==> src/rtl/spbm_pkg.sv <==
package spbm_pkg;
  localparam int unsigned IDX_W  = 3;
  localparam int unsigned NCOND  = 2;
  localparam int unsigned C_LOW  = 0;
  localparam int unsigned C_HIGH = 1;

  typedef enum logic [IDX_W-1:0] {
    RG_ENA  = 3'd0,
    RG_RLS  = 3'd1,
    RG_CLR  = 3'd2,
    RG_RAW  = 3'd3,
    RG_LOW  = 3'd4,
    RG_HIGH = 3'd5,
    RG_PC   = 3'd6,
    RG_REC  = 3'd7
  } reg_idx_e;

  typedef logic [NCOND-1:0] cond_t;
endpackage

==> src/rtl/spbm_sample.sv <==
module spbm_sample #(
  parameter int unsigned DW = 32
) (
  input  logic          clk,
  input  logic          rst_n,
  input  logic          vld_i,
  input  logic [DW-1:0] sp_i,
  input  logic [DW-1:0] pc_i,
  output logic [DW-1:0] sp_o,
  output logic [DW-1:0] pc_o
);
  always_ff @(posedge clk or negedge rst_n) begin
    if (!rst_n) begin
      sp_o <= '0;
      pc_o <= '0;
    end else if (vld_i) begin
      sp_o <= sp_i;
      pc_o <= pc_i;
    end
  end
endmodule

==> src/rtl/spbm_regs.sv <==
module spbm_regs
  import spbm_pkg::*;
#(
  parameter int unsigned DW = 32
) (
  input  logic             clk,
  input  logic             rst_n,
  input  logic             wr_i,
  input  logic [IDX_W-1:0] wr_idx_i,
  input  logic [DW-1:0]    wr_data_i,
  input  logic [IDX_W-1:0] rd_idx_i,
  output logic [DW-1:0]    rd_data_o,
  input  cond_t            raw_i,
  input  cond_t            rise_i,
  input  logic [DW-1:0]    pc_hold_i,
  output cond_t            ena_o,
  output cond_t            rls_o,
  output cond_t            clr_o,
  output logic [DW-1:0]    low_o,
  output logic [DW-1:0]    high_o
);
  localparam logic [DW-1:0] HIGH_RST = '1;
  localparam logic [1:0]    REC_RST  = 2'b11;

  logic [1:0]    rec_q;
  logic [DW-1:0] pc_cap_q;
  logic          cap_en;

  always_comb cap_en = (rec_q == 2'b11) && (|rise_i);

  always_ff @(posedge clk or negedge rst_n) begin
    if (!rst_n) begin
      ena_o  <= '0;
      rls_o  <= '0;
      low_o  <= '0;
      high_o <= HIGH_RST;
      rec_q  <= REC_RST;
    end else if (wr_i) begin
      case (reg_idx_e'(wr_idx_i))
        RG_ENA:  ena_o  <= wr_data_i[NCOND-1:0];
        RG_RLS:  rls_o  <= wr_data_i[NCOND-1:0];
        RG_LOW:  low_o  <= wr_data_i;
        RG_HIGH: high_o <= wr_data_i;
        RG_REC:  rec_q  <= wr_data_i[1:0];
        default: ;
      endcase
    end
  end

  always_ff @(posedge clk or negedge rst_n) begin
    if (!rst_n)      pc_cap_q <= '0;
    else if (cap_en) pc_cap_q <= pc_hold_i;
  end

  always_comb begin
    clr_o = '0;
    if (wr_i && reg_idx_e'(wr_idx_i) == RG_CLR) clr_o = wr_data_i[NCOND-1:0];
  end

  always_comb begin
    rd_data_o = '0;
    case (reg_idx_e'(rd_idx_i))
      RG_ENA:  rd_data_o[NCOND-1:0] = ena_o;
      RG_RLS:  rd_data_o[NCOND-1:0] = rls_o;
      RG_RAW:  rd_data_o[NCOND-1:0] = raw_i;
      RG_LOW:  rd_data_o = low_o;
      RG_HIGH: rd_data_o = high_o;
      RG_PC:   rd_data_o = pc_cap_q;
      RG_REC:  rd_data_o[1:0] = rec_q;
      default: rd_data_o = '0;
    endcase
  end

  AST_PC_HOLD: assert property (@(posedge clk) disable iff (!rst_n)
    !((rec_q == 2'b11) && (|rise_i)) |=> $stable(pc_cap_q));
endmodule

==> src/rtl/spbm_cond.sv <==
module spbm_cond
  import spbm_pkg::*;
#(
  parameter int unsigned DW = 32
) (
  input  logic          clk,
  input  logic          rst_n,
  input  logic [DW-1:0] sp_i,
  input  logic [DW-1:0] low_i,
  input  logic [DW-1:0] high_i,
  input  cond_t         ena_i,
  input  cond_t         rls_i,
  input  cond_t         clr_i,
  output cond_t         raw_o,
  output cond_t         rise_o,
  output cond_t         st_o
);
  cond_t hit;
  cond_t raw_q;

  always_comb begin
    hit         = '0;
    hit[C_LOW]  = sp_i < low_i;
    hit[C_HIGH] = sp_i > high_i;
    raw_o       = hit & ena_i;
    rise_o      = raw_o & ~raw_q;
  end

  for (genvar b = 0; b < NCOND; b++) begin : g_bit
    always_ff @(posedge clk or negedge rst_n) begin
      if (!rst_n) begin
        st_o[b]  <= 1'b0;
        raw_q[b] <= 1'b0;
      end else begin
        raw_q[b] <= raw_o[b];
        if (clr_i[b]) st_o[b] <= 1'b0;
        else          st_o[b] <= raw_o[b] & rls_i[b];
      end
    end

    AST_STATE_LOAD: assert property (@(posedge clk) disable iff (!rst_n)
      (raw_o[b] && rls_i[b] && !clr_i[b]) |=> st_o[b]);
    AST_CLR_WINS: assert property (@(posedge clk) disable iff (!rst_n)
      clr_i[b] |=> !st_o[b]);
    AST_STATE_SRC: assert property (@(posedge clk) disable iff (!rst_n)
      $rose(st_o[b]) |-> $past(raw_o[b] && rls_i[b]));
  end
endmodule

==> src/rtl/spbm_top.sv <==
module spbm_top
  import spbm_pkg::*;
#(
  parameter int unsigned CORES = 2,
  parameter int unsigned DW    = 32,
  localparam int unsigned CSEL_W = (CORES > 1) ? $clog2(CORES) : 1,
  localparam int unsigned AW     = CSEL_W + IDX_W
) (
  input  logic                clk,
  input  logic                rst_n,
  input  logic [CORES-1:0]    smp_valid,
  input  logic [CORES*DW-1:0] smp_sp,
  input  logic [CORES*DW-1:0] smp_pc,
  input  logic                wr_en,
  input  logic [AW-1:0]       wr_addr,
  input  logic [DW-1:0]       wr_data,
  input  logic [AW-1:0]       rd_addr,
  output logic [DW-1:0]       rd_data,
  output logic                irq
);
  logic [CSEL_W-1:0] wr_core, rd_core;
  logic [IDX_W-1:0]  wr_idx, rd_idx;
  logic [DW-1:0]     core_rd [CORES];
  cond_t             core_st [CORES];
  cond_t             core_rel [CORES];

  always_comb begin
    wr_core = wr_addr[AW-1:IDX_W];
    wr_idx  = wr_addr[IDX_W-1:0];
    rd_core = rd_addr[AW-1:IDX_W];
    rd_idx  = rd_addr[IDX_W-1:0];
  end

  for (genvar c = 0; c < CORES; c++) begin : g_core
    logic [DW-1:0] sp_h, pc_h, low, high;
    cond_t ena, rls, clr, raw, rise, st;
    logic  wsel;

    always_comb wsel = wr_en && (wr_core == CSEL_W'(c));

    spbm_sample #(.DW(DW)) u_smp (
      .clk(clk), .rst_n(rst_n), .vld_i(smp_valid[c]),
      .sp_i(smp_sp[c*DW +: DW]), .pc_i(smp_pc[c*DW +: DW]),
      .sp_o(sp_h), .pc_o(pc_h));

    spbm_regs #(.DW(DW)) u_regs (
      .clk(clk), .rst_n(rst_n), .wr_i(wsel), .wr_idx_i(wr_idx),
      .wr_data_i(wr_data), .rd_idx_i(rd_idx), .rd_data_o(core_rd[c]),
      .raw_i(raw), .rise_i(rise), .pc_hold_i(pc_h),
      .ena_o(ena), .rls_o(rls), .clr_o(clr), .low_o(low), .high_o(high));

    spbm_cond #(.DW(DW)) u_cond (
      .clk(clk), .rst_n(rst_n), .sp_i(sp_h), .low_i(low), .high_i(high),
      .ena_i(ena), .rls_i(rls), .clr_i(clr),
      .raw_o(raw), .rise_o(rise), .st_o(st));

    always_comb begin
      core_st[c]  = st;
      core_rel[c] = raw & rls;
    end
  end

  logic any_rel;
  always_comb begin
    irq     = 1'b0;
    any_rel = 1'b0;
    rd_data = '0;
    for (int c = 0; c < CORES; c++) begin
      irq     = irq | (|core_st[c]);
      any_rel = any_rel | (|core_rel[c]);
      if (rd_core == CSEL_W'(c)) rd_data = core_rd[c];
    end
  end

  AST_IRQ_SRC: assert property (@(posedge clk) disable iff (!rst_n)
    $rose(irq) |-> $past(any_rel));
endmodule

==> config.mk <==
export PLATFORM = sky130hd
export DESIGN_NAME = spbm_top
export DESIGN_NICKNAME = d
export VERILOG_FILES = /design/src/rtl/spbm_pkg.sv /design/src/rtl/spbm_sample.sv /design/src/rtl/spbm_regs.sv /design/src/rtl/spbm_cond.sv /design/src/rtl/spbm_top.sv
export SDC_FILE = /design/constraint.sdc
export NUM_CORES = 1
export LEC_CHECK = 0
export BUFFER_PORTS_ARGS = -buffer_cell sky130_fd_sc_hd__buf_4
export CORE_ASPECT_RATIO = 0.7
export CORE_UTILIZATION = 50
export DETAILED_ROUTE_END_ITERATION = 12
export PLACE_DENSITY = 0.72
export SLEW_MARGIN = 20
export SYNTH_ARGS = -nofsm -noshare
export SYNTH_HDL_FRONTEND = slang
export SYNTH_HIERARCHICAL = 1
export SYNTH_SLANG_ARGS = --single-unit
export TNS_END_PERCENT = 100
==> constraint.sdc <==
create_clock -name clk -period 2.85 [get_ports clk]
set_clock_uncertainty 0.05 [all_clocks]
set_input_delay 0.4275 -clock clk [delete_from_list [all_inputs] [get_ports clk]]
set_output_delay 0.4275 -clock clk [all_outputs]
set_load 0.005 [all_outputs]
==> results of run 1 <==
flip-flops by register name, indices dropped and copies added, names as in the netlist:
signal,cells
g_core.u_regs/pc_cap_q,64
g_core.u_cond/st_o,4
g_core.u_smp/sp_o,64
g_core.u_regs/high_o,64
g_core.u_regs/rls_o,4
g_core.u_regs/rec_q,4
g_core.u_regs/ena_o,4
g_core.u_cond/raw_q,4
g_core.u_smp/pc_o,64
g_core.u_regs/low_o,64
stage by stage:
step | setup WS [ps] | area, sq um | util | TNS (ps) | instances
CTS | -815 | 24400 | 0.649 | -17420 | 2457
finish | -874 | 24800 | 0.660 | -14340 | 2458
detailed placement | -313 | 22600 | 0.602 | -15270 | 2371
global placement | -289 | 22600 | 0.602 | -14070 | 2371
global route | -967 | 24800 | 0.660 | -20840 | 2458
floorplan | -25.3 | 19400 | - | -25.3 | 1543
metal layers:
| layer | track usage | vias to the layer above | wire [microns] |
|---|---|---|---|
| li1 | - | 6236 | - |
| met1 | 0.410 | 6817 | 25500 |
| met2 | 0.397 | 437 | 23500 |
| met3 | 0.0618 | 76 | 4150 |
| met4 | 0.0666 | 2 | 1080 |
| met5 | 0.0218 | - | 117 |
path summary, 6_finish.rpt:
check                                       startpoint                            end  slack [ps]  cells past startpoint
setup / recovery            g_core[0].u_regs/high_o[7]                     rd_data[1]        -870                     12
hold / removal                              smp_pc[16]       g_core[0].u_smp/pc_o[16]          70                      2
setup reg to reg           g_core[1].u_regs/high_o[29]  g_core[1].u_regs/pc_cap_q[23]        -290                     14
hold reg to reg               g_core[0].u_smp/pc_o[31]  g_core[0].u_regs/pc_cap_q[31]         450                      1
max in group asynchronous                        rst_n    g_core[0].u_regs/high_o[27]        1540                      3
min in group asynchronous                        rst_n       g_core[1].u_smp/sp_o[25]         370                      2
logic make-up (layout without fill, tap and decap cells):
logic type | count (synthesis) | after routing
buffers and inverters | 200 | 626
DFF | 340 | 340
AOI/OAI and AO/OA | 184 | 184
muxes | 434 | 434
adders and majority gates | 126 | 126
other | 0 | 1
and+or+nand+nor | 259 | 259
final cells by class:
cell class	instances	area (sq um)
fillers	2709	12800
flip-flops and latches	340	8590
clock buffers	53	1080
inverters	128	480
well taps	488	611
repair buffers	432	3540
multi-input cells	1003	10400
clock inverters	13	131
diodes	1	2.50
what timing repair did:
action | 4_1_cts | 5_1_grt
buffers inserted | 18 | 9
pin swaps | 23 | 41
hold buffers | 1 | 0
resized for setup | 72 | 78
hold endpoints to repair | 43 | 0
endpoints found under the setup margin | 66 | 66
cloned | 4 | 0
power by group:
group	total [mW]	leakage [nW]	internal, mW	switching (mW)
Clock	4.81	0.594	2.81	1.99
Combinational	5.56	7.38	3.20	2.36
Sequential	6.87	4.01	6.09	0.784
Total	17.2	12.0	12.1	5.14
worst max-delay path, delay by kind of cell, from the launching register on:
family	cells	cell delay, ps
mux	2	420
simple gates	1	110
flops	1	530
buf+inv	2	170
fa+ha+maj	1	300
compound gates	6	1200
cell usage in the layout, fill, tap and decap left out, types with 8 or more instances in the layout:
cell type    n
buf_4      404
dfrtp_1    271
mux2_4     197
mux2_2     167
inv_1      112
nand2_1     99
ha_1        92
mux2i_1     70
dfstp_2     68
or2_2       60
a21boi_0    56
a21oi_1     43
clkbuf_16   38
ha_4        34
nand4_1     26
buf_12      18
inv_2       16
nor2_1      16
o21ai_0     15
a21o_1      14
clkbuf_8     9
nand2b_1     8
==> impl_metrics.tcl, run 1 <==
set metrics [dict create \
    tightest_slew_ps 721 \
    slew_violations 0 \
    violations "setup timing" \
    routed_via_density 5.52 \
    fmaxAchievable_mhz 269 \
    synthFlopType "dfrtp_1" \
    grt_max_degree 76 \
    min_path_type "input pin to flop" \
    placementRows 59 \
    drc 0 \
    synthSimpleGateAreaFrac 0.0719 \
    power_mw 17.2 \
    clk_pin_slew_ps 60 \
    endpoint_kind "primary output" \
    ys_seq_area_frac 0.445 \
    nets 2240 \
    synth_common_cells "dfrtp_1 (272), mux2_2 (214), mux2_4 (150)" \
    max-cap-violations 0 \
    grt_pass1_vias 14000 \
    synth_compound_area_frac 0.0661 \
    cp_data_arrival_time_ps 3250 \
    leakage_nw 12.0 \
    clock_latency_ps 540 \
    yosysTopAreaCell "dfrtp_1" \
    fp.dieW_microns 237 \
    cts-buffers-inserted 36 \
    dieArea_sq_um 39400 \
    synth_enable_flop_cells 0 \
    synth_area_sq_um 19300 \
    synth_cells 1543 \
    synth-adder-area-share 0.0816 \
    floorplan.io_pins 206 \
    firstDrtPassIters 5 \
    vias 13600 \
    clockBufferDepth 3 \
    status "complete, but fails checks" \
    yosysWarnings 6 \
    cpMaxStageDelayCell "dfstp_2" \
    clkSinkCount 340 \
    async_flop_share 1.00 \
    criticalPathCategory "flop to primary output" \
    gp_congestion 0.890 \
    start_kind "flop" \
    synthMuxAreaShare 0.278 \
    crit_required_ps 2370 \
    initial_core_util 0.514 \
    p_per_area_nw_per_um2 695 \
    critPathMaxStageDelay_ps 530 \
    avgSynthCellArea_sq_um 12.5 \
    peakVddDrop_mv 0.491 \
    cts_tree "done" \
    grt_pass1_wl_mm 82.6 \
    hpwl_mm 38.7 \
    period_share 1.31 \
    htree_levels 2 \
    area_delta_synth_final_pct 28.4 \
    ant_nets 0 \
    yosysMostFrequentCell "dfrtp_1" \
    setup_viol 66 \
    groute.usage.overall 0.274 \
    drt_iter0_drc 950 \
    ys_types 51 \
    relSlewSlack 0.520 \
    timing.hold.ws_ps 65.9 \
    synth_top_family_by_area "multiplexers" \
    routedWlPerCell_microns 22.1 \
    cts-root-buf "clkbuf_16" \
    grt_antenna_before_repair 2 \
    layout-drive-gt1-share 0.541 \
    ys_ff_latch 340 \
    numPortBuffers 205 \
    die_h_microns 166 \
    critPathMaxFanout 3 \
    synth.area.top_cells "dfrtp_1 (35%), mux2_2 (12%), mux2_4 (12%), dfstp_2 (9.2%), ha_1 (8.2%)" \
    syn_nets 1842 \
    synth_top_area_share 0.352 \
    post-route-min-period_ps 3720 \
    rsz0062_at_grt "yes" \
    wirelength_mm 54.4 \
    synth_xor_area_frac 0 \
    core-area_sq_um 37600 \
    hold_violations 0 \
    overflow 0 \
    crit_chain "inv_1 > ha_1 > a21oi_1 > o21ai_1 > a221o_1 > o31ai_4 > nand2_1 > mux2i_1 > o32ai_1 > a21o_1 > mux2_4 > buf_6" \
    setup_ws_ps -874 \
]
Power figures use the tool's default switching activity.
==> inputs of run 2 (changes only) <==
--- a/config.mk
+++ b/config.mk
@@ -6,7 +6,6 @@
 export NUM_CORES = 1
 export LEC_CHECK = 0
 export BUFFER_PORTS_ARGS = -buffer_cell sky130_fd_sc_hd__buf_4
-export CORE_ASPECT_RATIO = 0.7
 export CORE_UTILIZATION = 50
 export DETAILED_ROUTE_END_ITERATION = 12
 export PLACE_DENSITY = 0.72
==> run 2 against run 1 <==
- the run still ends with setup timing left
- combinational power decreased by 2%
- cell count increased by 1.3%
- critical path depth unchanged
- highest routed layer unchanged
==> impl_metrics.tcl, run 2 (same netlist as run 1, synthesis figures left out) <==
set metrics [dict create \
    status "complete, but fails checks" \
    violations "setup timing" \
    critPathMaxFanout 2 \
    cpMaxStageDelayCell "dfstp_2" \
    overflow 0 \
    cp_data_arrival_time_ps 3350 \
    setup_ws_ps -975 \
    diodes 0 \
    grt_max_degree 67 \
    floorplan.io_pins 206 \
    mostFrequentLayoutCell "buf_4" \
    post-route-util 0.659 \
    grt_pass1_vias 14500 \
    tightest_slew_ps 853 \
    crit_required_ps 2370 \
    peakVddDrop_mv 0.498 \
    die_h_microns 199 \
    grt_antenna_before_repair 3 \
    start_kind "flop" \
    drc 0 \
    routed_via_density 5.44 \
    wirelength_mm 52.7 \
    groute.usage.overall 0.269 \
    area_delta_synth_final_pct 29.1 \
    relSlewSlack 0.417 \
    p_per_area_nw_per_um2 696 \
    fmaxAchievable_mhz 261 \
    hpwl_mm 37.0 \
    setup_viol 66 \
    stdcell_area_sq_um 24900 \
    numPortBuffers 205 \
    placementRows 71 \
    period_share 1.34 \
    fp.dieW_microns 199 \
    min_path_type "input pin to flop" \
    hold_violations 0 \
    htree_levels 2 \
    cts-root-buf "clkbuf_16" \
    gp_congestion 0.876 \
    post-route-min-period_ps 3830 \
    routedWlPerCell_microns 21.2 \
    clk_pin_slew_ps 60 \
    dpl_cell_area_sq_um 22600 \
    ant_nets 0 \
    critPathMaxStageDelay_ps 530 \
    firstDrtPassIters 5 \
    slew_violations 0 \
    criticalPathCategory "flop to primary output" \
    clkSinkCount 340 \
    n_fill_cell 2842 \
    rsz0062_at_grt "yes" \
    cts-buffers-inserted 39 \
    layout-drive-gt1-share 0.544 \
    dieArea_sq_um 39400 \
    crit_chain "inv_1 > ha_1 > nand4_1 > nor4_4 > and3b_2 > o31ai_4 > nand2_1 > mux2i_1 > o32ai_2 > a21o_1 > mux2_4 > buf_6" \
    cts_tree "done" \
    core-area_sq_um 37800 \
    clock_latency_ps 540 \
    drt_iter0_drc 650 \
    clockBufferDepth 3 \
    nets 2246 \
    max-cap-violations 0 \
    layout_common_cells "buf_4 (405), dfrtp_1 (269), mux2_4 (191), mux2_2 (173), inv_1 (106)" \
    leakage_nw 12.0 \
    vias 13500 \
    grt_pass1_wl_mm 80.6 \
    endpoint_kind "primary output" \
    initial_core_util 0.511 \
    dpl_worst_slack_ps -359 \
]
## run 2: changes by cell type in the layout (fill, tap and decap cells not counted), moves of 3 or more
cell | before | now
clkbuf_1 | 7 | 11
ha_1 | 92 | 95
ha_4 | 34 | 31
inv_1 | 112 | 106
inv_2 | 16 | 22
mux2_2 | 167 | 173
mux2_4 | 197 | 191
o21ai_0 | 15 | 20
o21ai_1 | 7 | 1
## run 2: metal layers
metal / share of wire / GRT usage
met1: 0.43 / 0.345
met2: 0.49 / 0.458
met3: 0.048 / 0.0398
met4: 0.039 / 0.104
met5: 0.00082 / 0
## run 2: worst paths after layout
kind / startpoint / endpoint / slack, ps / depth (start not counted)
setup / recovery: g_core[0].u_regs/high_o[5] / rd_data[1] / -980 / 12
hold / removal: smp_sp[32] / g_core[1].u_smp/sp_o[0] / 60 / 2
setup reg to reg: g_core[0].u_regs/high_o[12] / g_core[0].u_regs/pc_cap_q[7] / -560 / 13
hold reg to reg: g_core[1].u_smp/pc_o[11] / g_core[1].u_regs/pc_cap_q[11] / 450 / 1
max in group asynchronous: rst_n / g_core[0].u_regs/high_o[22] / 1500 / 3
min in group asynchronous: rst_n / g_core[1].u_regs/low_o[24] / 410 / 2
## run 2: stage by stage
step / cells / setup TNS, ps / hold slack (ps) / total power, mW
final: 2489 / -25330 / 58.5 / 17.4
after global routing: 2489 / -34370 / 40.6 / 18.3
after CTS: 2478 / -13540 / 33.2 / 17.2
after detailed placement: 2389 / -16240 / 393 / 11.6
after global placement: 2389 / -14720 / 380 / 11.4
after floorplan: 1543 / -25.3 / 81.9 / 9.56
## run 2: cell type report
type	count	area, sq um	area share
Clock buffer	60	1150	0.0463
Clock inverter	12	146	0.00587
Inverter	128	480	0.0193
Multi-Input combinational cell	1003	10300	0.413
Sequential cell	340	8600	0.345
Tap cell	511	639	0.0256
Timing Repair Buffer	435	3610	0.145
## run 2: timing repair
item / CTS / global route
hold buffers: 1 / 0
setup endpoints to repair: 66 / 66
gates resized for setup: 87 / 56
hold endpoints to repair: 45 / 0
gates cloned: 5 / 1
pin swaps: 36 / 24
setup buffers: 29 / 12
## run 2: worst max-delay path, delay by kind of cell, from the launching register on
| kind | cells | cell delay, ps |
|---|---|---|
| AOI/OAI and AO/OA | 3 | 370 |
| DFF | 1 | 530 |
| muxes | 2 | 470 |
| adders and majority gates | 1 | 300 |
| and+or+nand+nor | 4 | 990 |
| buffers and inverters | 2 | 160 |
## run 2: power breakdown
part | switching (mW) | leakage (nW) | internal (mW)
Clock | 2.02 | 0.645 | 3.07
Sequential | 0.730 | 4.01 | 6.09
Combinational | 2.28 | 7.38 | 3.16
